--- src/rtl/rptr_pkg.sv ---
`timescale 1ns/1ps
package rptr_pkg;

  localparam int unsigned BYTE_BITS = 8;
  localparam int unsigned ACK_SLOT  = BYTE_BITS;
  localparam int unsigned RW_SLOT   = BYTE_BITS - 1;
  localparam int unsigned SLOT_W    = $clog2(ACK_SLOT + 1);

  typedef logic [SLOT_W-1:0] slot_t;

  typedef enum logic [1:0] {
    PH_IDLE = 2'd0,
    PH_ADDR = 2'd1,
    PH_DATA = 2'd2,
    PH_HALT = 2'd3
  } phase_e;

  // slot index after the one that just ended
  function automatic slot_t next_slot(input slot_t cur);
    return (cur == slot_t'(ACK_SLOT)) ? slot_t'(0) : cur + slot_t'(1);
  endfunction

  // phase after the slot that just ended, given the sampled ack level
  function automatic phase_e next_phase(input phase_e ph, input slot_t cur, input logic nack);
    if (cur != slot_t'(ACK_SLOT)) return ph;
    if (nack || ph == PH_HALT)    return PH_HALT;
    return PH_DATA;
  endfunction

  // 1 when the slave-side device owns SDA in the given slot
  function automatic logic slave_owns(input phase_e ph, input slot_t slot, input logic rd);
    logic ack;
    ack = (slot == slot_t'(ACK_SLOT));
    case (ph)
      PH_ADDR: return ack;
      PH_DATA: return rd ? !ack : ack;
      default: return 1'b0;
    endcase
  endfunction

endpackage

--- src/rtl/rptr_line_cond.sv ---
`timescale 1ns/1ps
module rptr_line_cond #(
  parameter int unsigned SYNC_STAGES = 2,
  parameter int unsigned FILT_LEN    = 3
) (
  input  logic clk,
  input  logic rst_n,
  input  logic din,
  output logic filt
);

  logic [SYNC_STAGES-1:0] sync_q;
  logic                   sync_out;

  always_ff @(posedge clk) begin
    if (!rst_n) sync_q <= '1;
    else        sync_q <= {sync_q[SYNC_STAGES-2:0], din};
  end
  assign sync_out = sync_q[SYNC_STAGES-1];

  generate
    if (FILT_LEN > 1) begin : g_window
      localparam int unsigned HL = FILT_LEN - 1;
      logic [HL-1:0]       hist_q;
      logic [FILT_LEN-1:0] window;
      logic                filt_q;

      assign window = {hist_q, sync_out};

      always_ff @(posedge clk) begin
        if (!rst_n) begin
          hist_q <= '1;
          filt_q <= 1'b1;
        end else begin
          if (HL > 1) hist_q <= window[HL-1:0];
          else        hist_q <= window[HL-1:0];
          if (&window)       filt_q <= 1'b1;
          else if (~|window) filt_q <= 1'b0;
        end
      end
      assign filt = filt_q;

      AST_FILT_STEADY: assert property (@(posedge clk) disable iff (!rst_n)
        !$stable(filt_q) |-> ($past(sync_out) == filt_q));
    end else begin : g_direct
      assign filt = sync_out;
    end
  endgenerate

endmodule

--- src/rtl/rptr_rst_ctrl.sv ---
`timescale 1ns/1ps
module rptr_rst_ctrl #(
  parameter int unsigned RST_STAGES = 2,
  parameter int unsigned POR_CYCLES = 160
) (
  input  logic clk,
  input  logic rst1_n,
  input  logic rst2_n,
  output logic arst_n,
  output logic por_done,
  output logic core_rst_n
);

  localparam int unsigned CW = $clog2(POR_CYCLES + 1);

  logic [CW-1:0]         por_cnt  = '0;
  logic                  por_q    = 1'b0;
  logic [RST_STAGES-1:0] sync_q;
  logic                  core_q;

  assign arst_n = rst1_n & rst2_n;

  always_ff @(posedge clk) begin
    if (!por_q) begin
      por_cnt <= por_cnt + CW'(1);
      if (por_cnt == CW'(POR_CYCLES - 1)) por_q <= 1'b1;
    end
  end
  assign por_done = por_q;

  always_ff @(posedge clk or negedge arst_n) begin
    if (!arst_n) begin
      sync_q <= '0;
      core_q <= 1'b0;
    end else begin
      sync_q <= {sync_q[RST_STAGES-2:0], 1'b1};
      core_q <= sync_q[RST_STAGES-1] & por_q;
    end
  end
  assign core_rst_n = core_q;

  AST_CORE_HELD: assert property (@(posedge clk) disable iff (!por_done)
    !arst_n |=> !core_rst_n);

endmodule

--- src/rtl/rptr_tracker.sv ---
`timescale 1ns/1ps
module rptr_tracker
  import rptr_pkg::*;
(
  input  logic clk,
  input  logic rst_n,
  input  logic scl_now,
  input  logic scl_prev,
  input  logic sda_now,
  input  logic sda_prev,
  output logic dir_s2m
);

  logic   start_evt, stop_evt, scl_rise, scl_fall, slot_end;
  phase_e phase_q, phase_nx;
  slot_t  slot_q, slot_nx;
  logic   rd_q, ack_q, seen_q, dir_q;

  assign start_evt = scl_now & scl_prev & sda_prev & ~sda_now;
  assign stop_evt  = scl_now & scl_prev & ~sda_prev & sda_now;
  assign scl_rise  = scl_now & ~scl_prev;
  assign scl_fall  = ~scl_now & scl_prev;
  assign slot_end  = scl_fall & seen_q & (phase_q != PH_IDLE);

  assign slot_nx  = next_slot(slot_q);
  assign phase_nx = next_phase(phase_q, slot_q, ack_q);

  always_ff @(posedge clk or negedge rst_n) begin
    if (!rst_n) begin
      phase_q <= PH_IDLE;
      slot_q  <= '0;
      rd_q    <= 1'b0;
      ack_q   <= 1'b0;
      seen_q  <= 1'b0;
      dir_q   <= 1'b0;
    end else if (start_evt) begin
      phase_q <= PH_ADDR;
      slot_q  <= '0;
      seen_q  <= 1'b0;
      dir_q   <= 1'b0;
    end else if (stop_evt) begin
      phase_q <= PH_IDLE;
      slot_q  <= '0;
      seen_q  <= 1'b0;
      dir_q   <= 1'b0;
    end else if (phase_q != PH_IDLE) begin
      if (scl_rise) begin
        seen_q <= 1'b1;
        if (phase_q == PH_ADDR && slot_q == slot_t'(RW_SLOT)) rd_q <= sda_now;
        if (slot_q == slot_t'(ACK_SLOT)) ack_q <= sda_now;
      end
      if (slot_end) begin
        seen_q  <= 1'b0;
        slot_q  <= slot_nx;
        phase_q <= phase_nx;
        dir_q   <= slave_owns(phase_nx, slot_nx, rd_q);
      end
    end
  end
  assign dir_s2m = dir_q;

  AST_DIR_ON_LOW_CLOCK: assert property (@(posedge clk) disable iff (!rst_n)
    (!$stable(dir_q) && !$past(start_evt) && !$past(stop_evt)) |-> !$past(scl_now));
  AST_IDLE_FORWARD: assert property (@(posedge clk) disable iff (!rst_n)
    (phase_q == PH_IDLE || phase_q == PH_HALT) |-> !dir_q);
  AST_SLOT_RANGE: assert property (@(posedge clk) disable iff (!rst_n)
    slot_q <= slot_t'(ACK_SLOT));

endmodule

--- src/rtl/i2c_dir_repeater.sv ---
`timescale 1ns/1ps
module i2c_dir_repeater #(
  parameter int unsigned SYNC_STAGES = 2,
  parameter int unsigned FILT_LEN    = 3,
  parameter int unsigned RST_STAGES  = 2,
  parameter int unsigned POR_CYCLES  = 160
) (
  input  logic clk,
  input  logic rst1_n,
  input  logic rst2_n,
  input  logic m_scl_i,
  input  logic m_sda_i,
  input  logic s_sda_i,
  output logic s_scl_pull,
  output logic m_sda_pull,
  output logic s_sda_pull
);

  localparam int unsigned LINES    = 3;
  localparam int unsigned IDX_MSCL = 0;
  localparam int unsigned IDX_MSDA = 1;
  localparam int unsigned IDX_SSDA = 2;

  logic             ext_arst_n, por_done, core_rst_n;
  logic [LINES-1:0] raw_lines, clean_lines;
  logic             mscl_d, msda_d;
  logic             dir_s2m;
  logic             s_scl_q, m_sda_q, s_sda_q;

  rptr_rst_ctrl #(.RST_STAGES(RST_STAGES), .POR_CYCLES(POR_CYCLES)) u_rst (
    .clk(clk), .rst1_n(rst1_n), .rst2_n(rst2_n),
    .arst_n(ext_arst_n), .por_done(por_done), .core_rst_n(core_rst_n)
  );

  assign raw_lines = {s_sda_i, m_sda_i, m_scl_i};

  generate
    for (genvar g = 0; g < LINES; g++) begin : g_cond
      rptr_line_cond #(.SYNC_STAGES(SYNC_STAGES), .FILT_LEN(FILT_LEN)) u_cond (
        .clk(clk), .rst_n(por_done), .din(raw_lines[g]), .filt(clean_lines[g])
      );
    end
  endgenerate

  // previous filtered levels; kept out of the external reset so that
  // reset release never looks like a bus edge
  always_ff @(posedge clk) begin
    if (!por_done) begin
      mscl_d <= 1'b1;
      msda_d <= 1'b1;
    end else begin
      mscl_d <= clean_lines[IDX_MSCL];
      msda_d <= clean_lines[IDX_MSDA];
    end
  end

  rptr_tracker u_trk (
    .clk(clk), .rst_n(core_rst_n),
    .scl_now(clean_lines[IDX_MSCL]), .scl_prev(mscl_d),
    .sda_now(clean_lines[IDX_MSDA]), .sda_prev(msda_d),
    .dir_s2m(dir_s2m)
  );

  always_ff @(posedge clk) begin
    if (!por_done) s_scl_q <= 1'b0;
    else           s_scl_q <= !clean_lines[IDX_MSCL];
  end

  always_ff @(posedge clk or negedge ext_arst_n) begin
    if (!ext_arst_n) begin
      m_sda_q <= 1'b0;
      s_sda_q <= 1'b0;
    end else if (!core_rst_n) begin
      m_sda_q <= 1'b0;
      s_sda_q <= 1'b0;
    end else begin
      s_sda_q <= !dir_s2m && !clean_lines[IDX_MSDA];
      m_sda_q <=  dir_s2m && !clean_lines[IDX_SSDA];
    end
  end

  assign s_scl_pull = s_scl_q;
  assign m_sda_pull = m_sda_q;
  assign s_sda_pull = s_sda_q;

  AST_SDA_SINGLE_DRIVER: assert property (@(posedge clk) disable iff (!core_rst_n)
    !(m_sda_pull && s_sda_pull));
  AST_RST_RELEASE: assert property (@(posedge clk) disable iff (!por_done)
    !ext_arst_n |-> (!m_sda_pull && !s_sda_pull));
  AST_POR_QUIET: assert property (@(posedge clk) disable iff (!ext_arst_n)
    !por_done |-> (!s_scl_pull && !m_sda_pull && !s_sda_pull));

endmodule

--- config.mk ---
export PLATFORM = sky130hd
export DESIGN_NAME = i2c_dir_repeater
export DESIGN_NICKNAME = d
export VERILOG_FILES = /design/src/rtl/rptr_pkg.sv /design/src/rtl/rptr_line_cond.sv /design/src/rtl/rptr_rst_ctrl.sv /design/src/rtl/rptr_tracker.sv /design/src/rtl/i2c_dir_repeater.sv
export SDC_FILE = /design/constraint.sdc
export NUM_CORES = 1
export LEC_CHECK = 0
export BUFFER_PORTS_ARGS = -buffer_cell sky130_fd_sc_hd__buf_2
export CORE_MARGIN = 2
export CORE_UTILIZATION = 57
export DETAILED_ROUTE_END_ITERATION = 10
export MAX_ROUTING_LAYER = met4
export PLACE_DENSITY = 0.75
export SYNTH_ARGS = -nofsm -noshare
export SYNTH_HDL_FRONTEND = slang
export SYNTH_SLANG_ARGS = --single-unit
export TNS_END_PERCENT = 50
--- constraint.sdc ---
create_clock -name clk -period 1.1 [get_ports clk]
set_input_delay 0.055 -clock clk [delete_from_list [all_inputs] [get_ports clk]]
set_output_delay 0.055 -clock clk [all_outputs]
set_load 0.005 [all_outputs]
==> results.yml <==
run_status:
  status: "finished, violations left"
  violations: "setup timing"
logic_synthesis:
  synth_flop_cell: "dfxtp_1"
  yosys.area_share.simple: 0.188
  synth_top_family_by_area: "simple AND/OR/NAND/NOR gates"
  ys_seq_area_frac: 0.574
  synth_area_sq_um: 1740
  synth.avg_cell_area_sq_um: 10.8
  synth_xor_area_frac: 0.0353
  synth_warnings: 0
  synth_cell_type_count: 40
  async_flop_share: 0.357
  synth_cells: 160
  synth-compound-area-share: 0.119
  synth-edff-count: 8
  synth_fa_ha_area_frac: 0.0360
  syn_nets: 171
  synth-seq-cells: 42
  synthMuxAreaShare: 0.0187
route:
  wl_per_cell_um: 15.3
  vias_per_cell: 5.48
  drt_iter0_markers: 44
  postRouteAntennaNets: 0
  first_pass_iters: 4
  vias: 1353
  drc_errors: 0
  postRouteWirelength_um: 3790
die:
  start_util: 0.583
  num_rows: 20
  core_area_sq_um: 2980
  die_w_um: 59.2
  num_io_pins: 9
  dieArea_sq_um: 3500
  die_h_um: 59.2
timing:
  setup_viol: 14
  fin_crit_ns: 2.38
  fmax_mhz: 421
  setup_tns_ns: -4.94
  rsz0062_at_grt: "true"
  hold_viol_final: 0
  fin_ws_ns: -1.28
  slew_violations: 0
  fin_crit_sh: 2.16
  clock_skew_ns: 0.00769
clock_network:
  root_buffer: "clkbuf_4"
  cts_made_buffers: 5
  htreeDepth: 2
  cts_tree: "built"
  cts_max_path_buffers: 2
  clock-sinks: 42
  clkTransAtPathRegs_ns: 0.12
  insertion_delay_ns: 0.35
worst_setup_path:
  worstPathMaxFanout: 2
  worstSetupPathType: "flip-flop to flip-flop"
  startpoint: "u_trk.slot_q[1]"
  end_kind: "flip-flop"
  crit_required_ns: 1.38
  cp.arrival_ns: 2.66
  r2r-start: "u_trk.slot_q[1]"
  worst_setup_path_start_kind: "flip-flop"
grt:
  grt_util_all_layers: 0.254
  grt_pass1_vias: 1382
  antenna_found_initial: 0
  grt_pass1_wl_um: 6290
  grt_overflow: 0
  grt_max_degree: 19
layout:
  final_cell_mix: "buf_4, dfxtp_1, nand2b_1"
  syn2layout_area_growth_pct: 36.8
  nNetsFinal: 224
  drive_gt1_frac: 0.402
  layout_commonest_cell: "buf_4"
  antenna_cells: 0
power:
  p_leak_nw: 0.981
  p_per_area_nw_per_um2: 981
  irDropWorstVdd_mv: 0.946
place:
  dp_hpwl_um: 2430
  io_buffers: 8
  place_ws_ns: -1.18
  place_congestion: 0.867
min_path:
  hold_path_class: "input pin to async pin"
flow_run:
  drv_cap: 0
-- synthesized netlist by cell type (all sizes together) (2+ instances only) --
master / instances / area [sq um]
a21oi: 5 / 25.0
and2: 2 / 12.5
clkbuf: 3 / 11.3
dfrtp: 15 / 375
dfxtp: 19 / 380
edfxtp: 8 / 240
ha: 5 / 62.6
inv: 8 / 30.0
mux2: 2 / 22.5
nand2: 11 / 41.3
nand2b: 17 / 106
nand3: 5 / 25.0
nand3b: 2 / 15.0
nor2: 16 / 60.1
nor3: 4 / 20.0
o211ai: 2 / 33.8
o21a: 4 / 30.0
o21ai: 5 / 25.0
o22ai: 2 / 12.5
xnor2: 5 / 43.8
xor2: 2 / 17.5
-- cell families after synthesis --
| family | Yosys count |
|---|---|
| compound gates | 27 |
| buf+inv | 12 |
| flops | 42 |
| fa+ha+maj | 5 |
| xor+xnor | 7 |
| other cells | 1 |
| mux | 3 |
| simple gates | 63 |
-- final timing paths --
check	endpoint	slack, ns	depth (start not counted)
setup / recovery	u_trk.dir_s2m	-1.28	10
hold / removal	u_rst.sync_q[1]	0.17	3
setup reg to reg	u_trk.dir_s2m	-1.28	10
hold reg to reg	u_trk.seen_q	0.22	1
max in group asynchronous	u_rst.sync_q[0]	0.21	4
min in group clk	u_rst.sync_q[1]	0.37	0
-- metal layers --
layer / up-vias / global-route usage / part of all wire
met5: - / - / 0
met4: 0 / 0.114 / 0.026
met3: 10 / 0.0764 / 0.038
met2: 29 / 0.406 / 0.51
met1: 658 / 0.295 / 0.43
li1: 656 / - / -
-- what timing repair did --
item	CTS	global route
pin swaps	4	5
endpoints found under the hold margin	8	0
endpoints found under the setup margin	14	14
hold buffers	5	0
buffers inserted	3	1
resized for setup	18	21
-- area by class of cell --
type,instances,area (sq um)
Sequential cell,42,996
Tap cell,33,41.3
Fill cell,172,603
Timing Repair Buffer,50,398
Multi-Input combinational cell,106,858
Clock buffer,6,41.3
Inverter,8,30.0
Clock inverter,2,10.0
-- through the flow --
stage | util | hold WS [ns] | std cells | power, mW | instance area (sq um)
2_1_floorplan | - | -0.0941 | 160 | 1.61 | 1760
3_3_place_gp | 0.699 | 0.000924 | 231 | 1.62 | 2080
3_5_place_dp | 0.699 | 0.0107 | 231 | 1.62 | 2080
4_1_cts | 0.767 | 0.173 | 246 | 2.34 | 2280
5_1_grt | 0.797 | 0.188 | 247 | 2.40 | 2370
6_report | 0.797 | 0.171 | 247 | 2.33 | 2370
-- where the power goes --
group	total [mW]	internal, mW	leakage [nW]	switching, mW
Sequential	1.57	1.57	0.450	0.00107
Clock	0.729	0.244	0.0320	0.485
Combinational	0.0276	0.0201	0.499	0.00751
-- sequential cells by signal, summed over array words and instances (netlist names) --
signal and cells:
u_rst.por_cnt 8, g_cond.u_cond.g_window.hist_q 6, g_cond.u_cond.sync_q 6, u_trk.slot_q 4, g_cond.u_cond.filt 3, u_rst.sync_q 2, u_trk.phase_q 2, m_sda_pull 1
mscl_d 1, msda_d 1, s_scl_pull 1, s_sda_pull 1, u_rst.core_rst_n 1, u_rst.por_done 1, u_trk.ack_q 1, u_trk.dir_s2m 1
u_trk.rd_q 1, u_trk.seen_q 1
-- worst max-delay path, stage by stage, from the launching register on --
cell      delay, ns
dfrtp_1        0.42
inv_2          0.09
ha_4           0.14
nand3b_1       0.11
o21a_1         0.19
a21oi_2        0.13
ha_2           0.20
nand2_2        0.05
or4_4          0.52
or3_4          0.40
o211ai_2       0.06
Power figures use the tool's default switching activity.
